**config.mk**
```make
export PLATFORM = sky130hd
export DESIGN_NAME = smag_array_mult
export DESIGN_NICKNAME = d
export VERILOG_FILES = /design/src/rtl/smag_mult_pkg.sv /design/src/rtl/smag_ha_cell.sv /design/src/rtl/smag_fa_cell.sv /design/src/rtl/smag_cond_negate.sv /design/src/rtl/smag_ripple_row.sv /design/src/rtl/smag_csa_array.sv /design/src/rtl/smag_array_mult.sv
export SDC_FILE = /design/constraint.sdc
export NUM_CORES = 1
export LEC_CHECK = 0
export BUFFER_PORTS_ARGS = -buffer_cell sky130_fd_sc_hd__buf_4
export CORE_UTILIZATION = 50
export DETAILED_ROUTE_END_ITERATION = 8
export GPL_ROUTABILITY_DRIVEN = 0
export PLACE_DENSITY = 0.8
export SLEW_MARGIN = 40
export SYNTH_ARGS = -nofsm -noshare
export SYNTH_HDL_FRONTEND = slang
export SYNTH_SLANG_ARGS = --single-unit
```
**constraint.sdc**
```tcl
create_clock -name clk -period 31.3 [get_ports clk]
set_input_delay 4.695 -clock clk [delete_from_list [all_inputs] [get_ports clk]]
set_output_delay 4.695 -clock clk [all_outputs]
set_load 0.01 [all_outputs]
```
**src/rtl/smag_mult_pkg.sv**
```systemverilog
package smag_mult_pkg;
  localparam int A_W_DEF = 16;
  localparam int B_W_DEF = 24;
endpackage

```
**src/rtl/smag_ha_cell.sv**
```systemverilog
module smag_ha_cell (
  input  logic x,
  input  logic y,
  output logic s,
  output logic c
);
  assign s = x ^ y;
  assign c = x & y;
endmodule

```
**src/rtl/smag_fa_cell.sv**
```systemverilog
module smag_fa_cell (
  input  logic x,
  input  logic y,
  input  logic z,
  output logic s,
  output logic c
);
  assign s = x ^ y ^ z;
  assign c = (x & y) | (x & z) | (y & z);
endmodule

```
**src/rtl/smag_cond_negate.sv**
```systemverilog
// Conditional two's-complement negation: invert when en, then add en
// through a half-adder increment chain. The top bit keeps only its sum.
module smag_cond_negate #(
  parameter int W = 16
) (
  input  logic         en,
  input  logic [W-1:0] val,
  output logic [W-1:0] res
);
  logic [W-1:0] inv;
  logic [W-1:0] cy;

  assign inv   = val ^ {W{en}};
  assign cy[0] = en;

  for (genvar k = 0; k < W - 1; k++) begin : g_bit
    smag_ha_cell u_ha (
      .x(inv[k]),
      .y(cy[k]),
      .s(res[k]),
      .c(cy[k+1])
    );
  end

  assign res[W-1] = inv[W-1] ^ cy[W-1];
endmodule

```
**src/rtl/smag_ripple_row.sv**
```systemverilog
// Final carry-propagate row; the carry out of the top bit is dropped.
module smag_ripple_row #(
  parameter int W = 24
) (
  input  logic [W-1:0] x,
  input  logic [W-1:0] y,
  output logic [W-1:0] sum
);
  logic [W-1:1] rc;

  smag_ha_cell u_lsb (
    .x(x[0]),
    .y(y[0]),
    .s(sum[0]),
    .c(rc[1])
  );

  for (genvar j = 1; j < W - 1; j++) begin : g_mid
    smag_fa_cell u_fa (
      .x(x[j]),
      .y(y[j]),
      .z(rc[j]),
      .s(sum[j]),
      .c(rc[j+1])
    );
  end

  assign sum[W-1] = x[W-1] ^ y[W-1] ^ rc[W-1];
endmodule

```
**src/rtl/smag_csa_array.sv**
```systemverilog
// Unsigned carry-save array: one row per bit of ma, one column per bit of mb.
// Row i column j weighs i+j; the row sum shifted by one and the row carry
// both feed the next row, and the last row resolves in a ripple row.
module smag_csa_array #(
  parameter int AW = 16,
  parameter int BW = 24,
  localparam int PW = AW + BW
) (
  input  logic [AW-1:0] ma,
  input  logic [BW-1:0] mb,
  output logic [PW-1:0] prod
);
  logic [AW*BW-1:0]     s_v;
  logic [(AW-1)*BW-1:0] c_v;

  // row 0: plain partial product, no carries yet
  assign s_v[BW-1:0] = mb & {BW{ma[0]}};

  for (genvar i = 1; i < AW; i++) begin : g_row
    logic [BW-1:0] pp;
    logic [BW-1:0] up_s;
    assign pp   = mb & {BW{ma[i]}};
    assign up_s = {1'b0, s_v[(i-1)*BW+1 +: BW-1]};

    for (genvar j = 0; j < BW; j++) begin : g_col
      if (i == 1) begin : g_ha
        smag_ha_cell u_ha (
          .x(pp[j]),
          .y(up_s[j]),
          .s(s_v[i*BW+j]),
          .c(c_v[(i-1)*BW+j])
        );
      end else begin : g_fa
        smag_fa_cell u_fa (
          .x(pp[j]),
          .y(up_s[j]),
          .z(c_v[(i-2)*BW+j]),
          .s(s_v[i*BW+j]),
          .c(c_v[(i-1)*BW+j])
        );
      end
    end
  end

  for (genvar i = 0; i < AW; i++) begin : g_low
    assign prod[i] = s_v[i*BW];
  end

  logic [BW-1:0] fin_s;
  logic [BW-1:0] fin_c;
  assign fin_s = {1'b0, s_v[(AW-1)*BW+1 +: BW-1]};
  assign fin_c = c_v[(AW-2)*BW +: BW];

  smag_ripple_row #(.W(BW)) u_final (
    .x(fin_s),
    .y(fin_c),
    .sum(prod[PW-1:AW])
  );
endmodule

```
**src/rtl/smag_array_mult.sv**
```systemverilog
module smag_array_mult
  import smag_mult_pkg::*;
#(
  parameter int A_W = A_W_DEF,
  parameter int B_W = B_W_DEF,
  localparam int P_W = A_W + B_W
) (
  input  logic           clk,
  input  logic           rst,
  input  logic [A_W-1:0] a_in,
  input  logic [B_W-1:0] b_in,
  output logic [P_W-1:0] prod_out,
  output logic           prod_neg
);
  logic [A_W-1:0] a_mag;
  logic [B_W-1:0] b_mag;
  logic [P_W-1:0] u_prod;
  logic [P_W-1:0] s_prod;
  logic           nonzero;
  logic           neg_c;

  // magnitudes: the most negative value maps to 1 followed by zeros, read unsigned
  smag_cond_negate #(.W(A_W)) u_abs_a (
    .en(a_in[A_W-1]),
    .val(a_in),
    .res(a_mag)
  );

  smag_cond_negate #(.W(B_W)) u_abs_b (
    .en(b_in[B_W-1]),
    .val(b_in),
    .res(b_mag)
  );

  smag_csa_array #(.AW(A_W), .BW(B_W)) u_core (
    .ma(a_mag),
    .mb(b_mag),
    .prod(u_prod)
  );

  // a zero magnitude never takes a negative sign
  assign nonzero = |u_prod;
  assign neg_c   = (a_in[A_W-1] ^ b_in[B_W-1]) & nonzero;

  smag_cond_negate #(.W(P_W)) u_restore (
    .en(neg_c),
    .val(u_prod),
    .res(s_prod)
  );

  always_ff @(posedge clk) begin
    if (rst) begin
      prod_out <= '0;
      prod_neg <= 1'b0;
    end else begin
      prod_out <= s_prod;
      prod_neg <= neg_c;
    end
  end
endmodule

```
==> run metrics, run 1 <==
CTS Buf Count=5; Startpoint Class=input pin; HP Class=input pin to flip-flop; crit-path max FO=4; fraction of layout cells with a size suffix above 1=15.7%; final period utilization=98.9%; minimum clock period=30.95 ns; CP Launch Point=b_in[23]; Hold EP=prod_out[18]; failing checks=design-rule violations; Worst Tran Pin Value=0.822 ns; buffers added on ports=82; status=finished, violations left; cts hold-fix bufs=0; Fin. Hold Viols=0; Sequential Area=821 um^2; IO Count=83; all-layer global routing usage=19.0%; Setup CP Type=input pin to flip-flop; Max-Cap Viols=0; Cell Rows=59; initial drt markers=361; wire length per cell=15.3 um; Crit path largest cell delay=0.57 ns; Area Overhead vs Synth=10.3%; Initial Util=51.2%; hold path depth=2; vias in the first global route=9352; Final setup violation count=0; initial antenna violation count=0; FFs w/ async S/R, synth=0%; global-route wire length before repair=43.2 mm; DIE HEIGHT=166 um; CTS tree=done; clk buf depth=2; largest net degree at the start of global routing=44; clock root buffer=clkbuf_16; sequential share of the synthesized area=6.12%; CP endpoint kind=flip-flop; DRT Pass-1 Iters=7; CP bufs+invs=9; fin. max-slew vios=0; number of synthesized flops with an enable pin=0; Yosys warnings=0; final wirelength=24.8 mm; DPL Wire Length=21.5 mm; Avg Synthesized Cell Area=10.8 um^2; clk slew on worst S/H paths=0.06 ns; remaining antenna violation count=0; CP required=31.46 ns; via total after detailed routing=8438; vias per cell=5.21; Nets=1771; slowest CP cell=fa_2; fill count=2195; Seq cells post-synth=41; Fmax=0.0323 GHz; Crit path max-delay family=adder cells; crit path DAT=31.11 ns; Post-Syn Area=0.0134 mm^2; DR DRC count=9; commonest register cell after synthesis=dfxtp_1; clock sink count=41; post-layout util=56.5%; core region area=0.0262 mm^2; Ant. Diodes=0; relative max-transition margin=45.2%; post-synth net total=1728; Hold Path Origin=rst; RSZ-0062 raised after global routing=true; Post-Synthesis Cells=1242; Distinct cells, synth=32; Multi-input gate area=0.0120 mm^2; grt ovf=0; Worst path most repeated cell=ha_1; Die Wd=166 um; die area=0.0275 mm^2; H-tree levels=2
-- metal layers --
metal	up-vias	share of wire, %	GRT usage (%)
met3	32	2.7	1.29
li1	3759	-	-
met5	-	0	0
met2	151	54	36.4
met1	4496	41	23.7
met4	0	1.6	3.49
-- cell usage after synthesis (4+ instances only) --
cell type	instances	area, um^2
and2_1	321	2010
buf_1	5	18.8
buf_6	4	45.0
clkbuf_1	59	221
dfxtp_1	41	821
fa_1	344	6890
ha_1	100	1250
inv_1	154	578
mux2_2	10	113
nand2_1	63	236
nand4_1	6	37.5
nand4b_1	5	43.8
nor2b_1	39	244
xnor2_1	14	123
xnor2_2	10	163
xor2_1	43	377
-- layout make-up --
type                    instances  area share, %
clock buffers                   7          0.964
clock inverters                 1          0.203
inverters                     154           3.91
multi-input cells             977           81.2
flip-flops and latches         41           5.55
well taps                     335           2.83
repair buffers                106           5.38
-- flip-flops by register name (all words and copies together), names as in the netlist --
register and count:
prod_neg 1, prod_out 40
-- worst max path at each step --
stage | end | slack, ns | cells after the start
after detailed placement | prod_out[39] | -0.80 | 110
after floorplan | prod_out[39] | 0.007 | 113
after CTS | prod_out[39] | -0.45 | 111
final | prod_out[39] | 0.35 | 110
after global routing | prod_out[39] | -0.50 | 111
after global placement | prod_out[39] | -0.36 | 111
-- through the flow --
| stage | setup slack (ns) | instance area [um^2] | instances | hold slack, ns | setup TNS [ns] |
|---|---|---|---|---|---|
| after floorplan | 0.00653 | 13500 | 1242 | 5.00 | 0 |
| after global placement | -0.364 | 14400 | 1612 | 5.08 | -0.364 |
| after detailed placement | -0.802 | 14400 | 1612 | 5.08 | -1.10 |
| after CTS | -0.448 | 14600 | 1620 | 4.83 | -0.448 |
| after global routing | -0.503 | 14800 | 1621 | 4.85 | -0.503 |
| final | 0.347 | 14800 | 1621 | 4.83 | 0 |
-- placed cells by master (no fill, tap or decap), types with 3 or more instances in the layout --
cell type  instances
nor2b_1           39
fa_1             322
nand4b_1           5
xnor2_1           12
and2_1           321
clkbuf_16          5
inv_1            152
dfxtp_1           41
nand4_1            6
mux2_2            10
xnor2_2           11
nand2_1           63
fa_2              22
xor2_1            42
nand3_1            3
ha_4              11
ha_1              65
ha_2              24
xnor2_4            3
buf_4            106
-- logic make-up (layout without fill, tap and decap cells) --
family / Yosys count / after routing / synth area share, %
and+or+nand+nor: 450 / 450 / 20.1
adders and majority gates: 444 / 444 / 60.7
muxes: 10 / 10 / 0.839
xor gates and xnor gates: 69 / 69 / 5.34
buffers and inverters: 224 / 268 / 6.55
AOI/OAI and AO/OA: 4 / 4 / 0.382
DFF: 41 / 41 / 6.12
-- repair_timing --
item,CTS,global route
pin swaps,3,6
endpoints found under the setup margin,2,6
hold endpoints to repair,0,0
resized for setup,3,44
buffers inserted,0,1
Power of run 1 is left out: the tool's default activity adds up to more than one toggle a clock period on the data nets, which glitch-free logic cannot reach.
==> run 2, diff against run 1 <==
--- a/config.mk
+++ b/config.mk
@@ -5,6 +5,7 @@
 export SDC_FILE = /design/constraint.sdc
 export NUM_CORES = 1
 export LEC_CHECK = 0
+export ABC_AREA = 1
 export BUFFER_PORTS_ARGS = -buffer_cell sky130_fd_sc_hd__buf_4
 export CORE_UTILIZATION = 50
 export DETAILED_ROUTE_END_ITERATION = 8
==> run 2 against run 1 <==
The run now ends clean. Cell area up 4.1%. Routed wire length is 11% higher. Hold slack worse by 0.028 ns. Synthesized area rose by 5.4%. Sequential cell count is the same. Sequential share of layout area is 0.22 points lower. Critical endpoint unchanged. Final cell count rose by 27%. Critical path type unchanged. Non-clock buffer count is 4 higher.
==> run metrics, run 2 <==
Worst path most repeated cell=ha_1; IO Count=83 (unchanged); Startpoint Class=input pin; CTS tree=done; global-route wire length before repair=46.8 mm (+8.3%); Multi-input gate area=0.0111 mm^2 (-7.5%); Initial Util=50.9% (-0.32 points); WHS=4.80 ns (-0.0279 ns); fraction of layout cells with a size suffix above 1=14.0% (-1.7 points); initial drt markers=514 (+42%); Final setup violation count=0 (unchanged); Post-Syn Area=0.0141 mm^2 (+5.4%); clk buf depth=2 (unchanged); slowest CP cell=fa_1; FFs w/ async S/R, synth=0% (unchanged); clock root buffer=clkbuf_16; cts hold-fix bufs=0 (unchanged); H-tree levels=2 (unchanged); Area contributors post-synth=fa_1 (49%), inv_1 (14%), nand2_1 (10%), ha_1 (8.9%), dfxtp_1 (5.8%); HP Class=input pin to flip-flop; CTS Buf Count=5 (unchanged); Die Wd=170 um (+2.6%); number of flip-flops in the largest register=40 (unchanged); Fmax=0.0325 GHz (+0.60%); crit-path max FO=4 (unchanged); Sequential Area=821 um^2 (unchanged); all-layer global routing usage=20.0% (+0.96 points); commonest non-fill, non-tap cell in the layout=inv_1; via total after detailed routing=9692 (+15%); Area Overhead vs Synth=9.02%; largest area contributor in the netlist=fa_1; DPL Wire Length=23.4 mm (+9.0%); Post-Synthesis Cells=1654 (+33%); initial antenna violation count=0 (unchanged); most common cell in the netlist=inv_1; most frequent cells in the layout=inv_1 (521), nand2_1 (385), fa_1 (321); Setup CP Type=input pin to flip-flop; Max-Cap Viols=0 (unchanged); Fin. Hold Viols=0 (unchanged); Largest regs=prod_out x40, prod_neg x1; Crit path largest cell delay=0.56 ns (about the same); minimum clock period=30.77 ns (-0.186 ns); RSZ-0062 raised after global routing=true; fill count=2371 (+8.0%); Seq cells post-synth=41 (unchanged); top post-synthesis cells by count=inv_1 (525), nand2_1 (385), fa_1 (344); vias in the first global route=10461 (+12%); final period utilization=98.3% (-0.59 points); Design Area, Final=0.0154 mm^2 (+4.1%); clock sink count=41 (unchanged); remaining antenna violation count=0 (unchanged); number of synthesized flops with an enable pin=0 (unchanged); Largest Register=prod_out; fin. max-slew vios=0 (unchanged); core region area=0.0278 mm^2 (+6.0%); Yosys warnings=0 (unchanged); Setup crit end=prod_out[39]; CP endpoint kind=flip-flop; sequential share of the synthesized area=5.81% (-0.31 points); CP Launch Point=b_in[23]; DIE HEIGHT=170 um (+2.6%); Ant. Diodes=0 (unchanged); Nets=2164 (+22%); DR DRC count=0 (-9); wire length per cell=13.4 um (-13%); largest net degree at the start of global routing=42 (-4.5%); CP required=31.52 ns (+0.06 ns); Avg Synthesized Cell Area=8.55 um^2 (-21%); commonest register cell after synthesis=dfxtp_1; Yosys top cell area share=48.7% (-2.6 points); final wirelength=27.5 mm (+11%); grt ovf=0 (unchanged); clk slew on worst S/H paths=0.06 ns (about the same); DRT Pass-1 Iters=5 (-2); Distinct cells, synth=20 (-38%); status=complete, no violations; Placement Cell Area=0.0150 mm^2 (+4.0%); Worst Tran Pin Value=0.835 ns (+0.0128 ns); crit path DAT=30.99 ns (-0.12 ns); vias per cell=4.71 (-9.5%); buffers added on ports=82 (unchanged); post-synth net total=2140 (+24%); die area=0.0289 mm^2 (+5.3%); Cell Rows=61 (+3.4%); relative max-transition margin=44.3% (-0.85 points); setup TNS=0 ns (unchanged)
## run 2: cell types whose count changed after synthesis, moves of 6 or more
| cell | before | now |
|---|---|---|
| mux2_2 | 10 | 0 |
| clkbuf_1 | 59 | 84 |
| nand2_1 | 63 | 385 |
| xnor2_1 | 14 | 0 |
| xnor2_2 | 10 | 0 |
| nor2b_1 | 39 | 0 |
| nor2_1 | 2 | 77 |
| xor2_2 | 0 | 38 |
| and2_1 | 321 | 0 |
| nand4_1 | 6 | 0 |
| inv_1 | 154 | 525 |
## run 2: worst min path at each step
| stage | startpoint | to | slack (ns) | depth (start not counted) |
|---|---|---|---|---|
| after global routing | rst | prod_out[4] | 4.81 | 2 |
| after floorplan | rst | prod_out[0] | 4.95 | 2 |
| after CTS | rst | prod_out[3] | 4.80 | 2 |
| final | rst | prod_out[4] | 4.80 | 2 |
| after global placement | prod_out[0] | prod_out[0] | 5.09 | 1 |
| after detailed placement | prod_out[33] | prod_out[33] | 5.09 | 1 |
## run 2: final cells by class
cell class / count / share of cell area [%]
Inverter: 527 / 12.8
Sequential cell: 41 / 5.33
Tap cell: 378 / 3.07
Timing Repair Buffer: 110 / 5.44
Clock buffer: 5 / 0.812
Multi-Input combinational cell: 993 / 72.1
Clock inverter: 3 / 0.447
## run 2: worst max-delay path: cells and delay by family
kind / cells / cell delay [ns]
buffers and inverters: 12 / 0.74
and+or+nand+nor: 8 / 0.68
AOI/OAI and AO/OA: 1 / 0.15
adders and majority gates: 93 / 24.43
xor gates and xnor gates: 2 / 0.24
## run 2: cells by family after synthesis
| group | share of synthesized area (%) |
|---|---|
| simple gates | 12.8 |
| flops | 5.81 |
| compound gates | 0.0354 |
| xor+xnor | 6.73 |
| buf+inv | 17.1 |
| fa+ha+maj | 57.6 |
## run 2: timing repair
action | CTS | global route
setup endpoints to repair | 4 | 5
setup buffers | 1 | 2
gates resized for setup | 22 | 33
pin swaps | 19 | 25
## run 2: metal layers
metal | share of wire (%) | up-vias | wire, um | GRT usage (%)
met2 | 55 | 226 | 15200 | 38.0
met5 | 0 | - | 0 | 0
met4 | 2.4 | 0 | 651 | 5.41
met3 | 4.1 | 49 | 1120 | 2.12
met1 | 38 | 4952 | 10500 | 23.7
li1 | - | 4465 | - | -
## run 2: metrics by stage
stage               worst slack [ns]  utilization, %  cells
global route                  -0.302            55.5   2057
finish                         0.532            55.5   2057
floorplan                    0.00218               -   1654
detailed placement            -0.945            54.0   2046
CTS                           0.0158            54.9   2055
global placement              -0.347            54.0   2046
Power of run 2 is left out for the same reason.
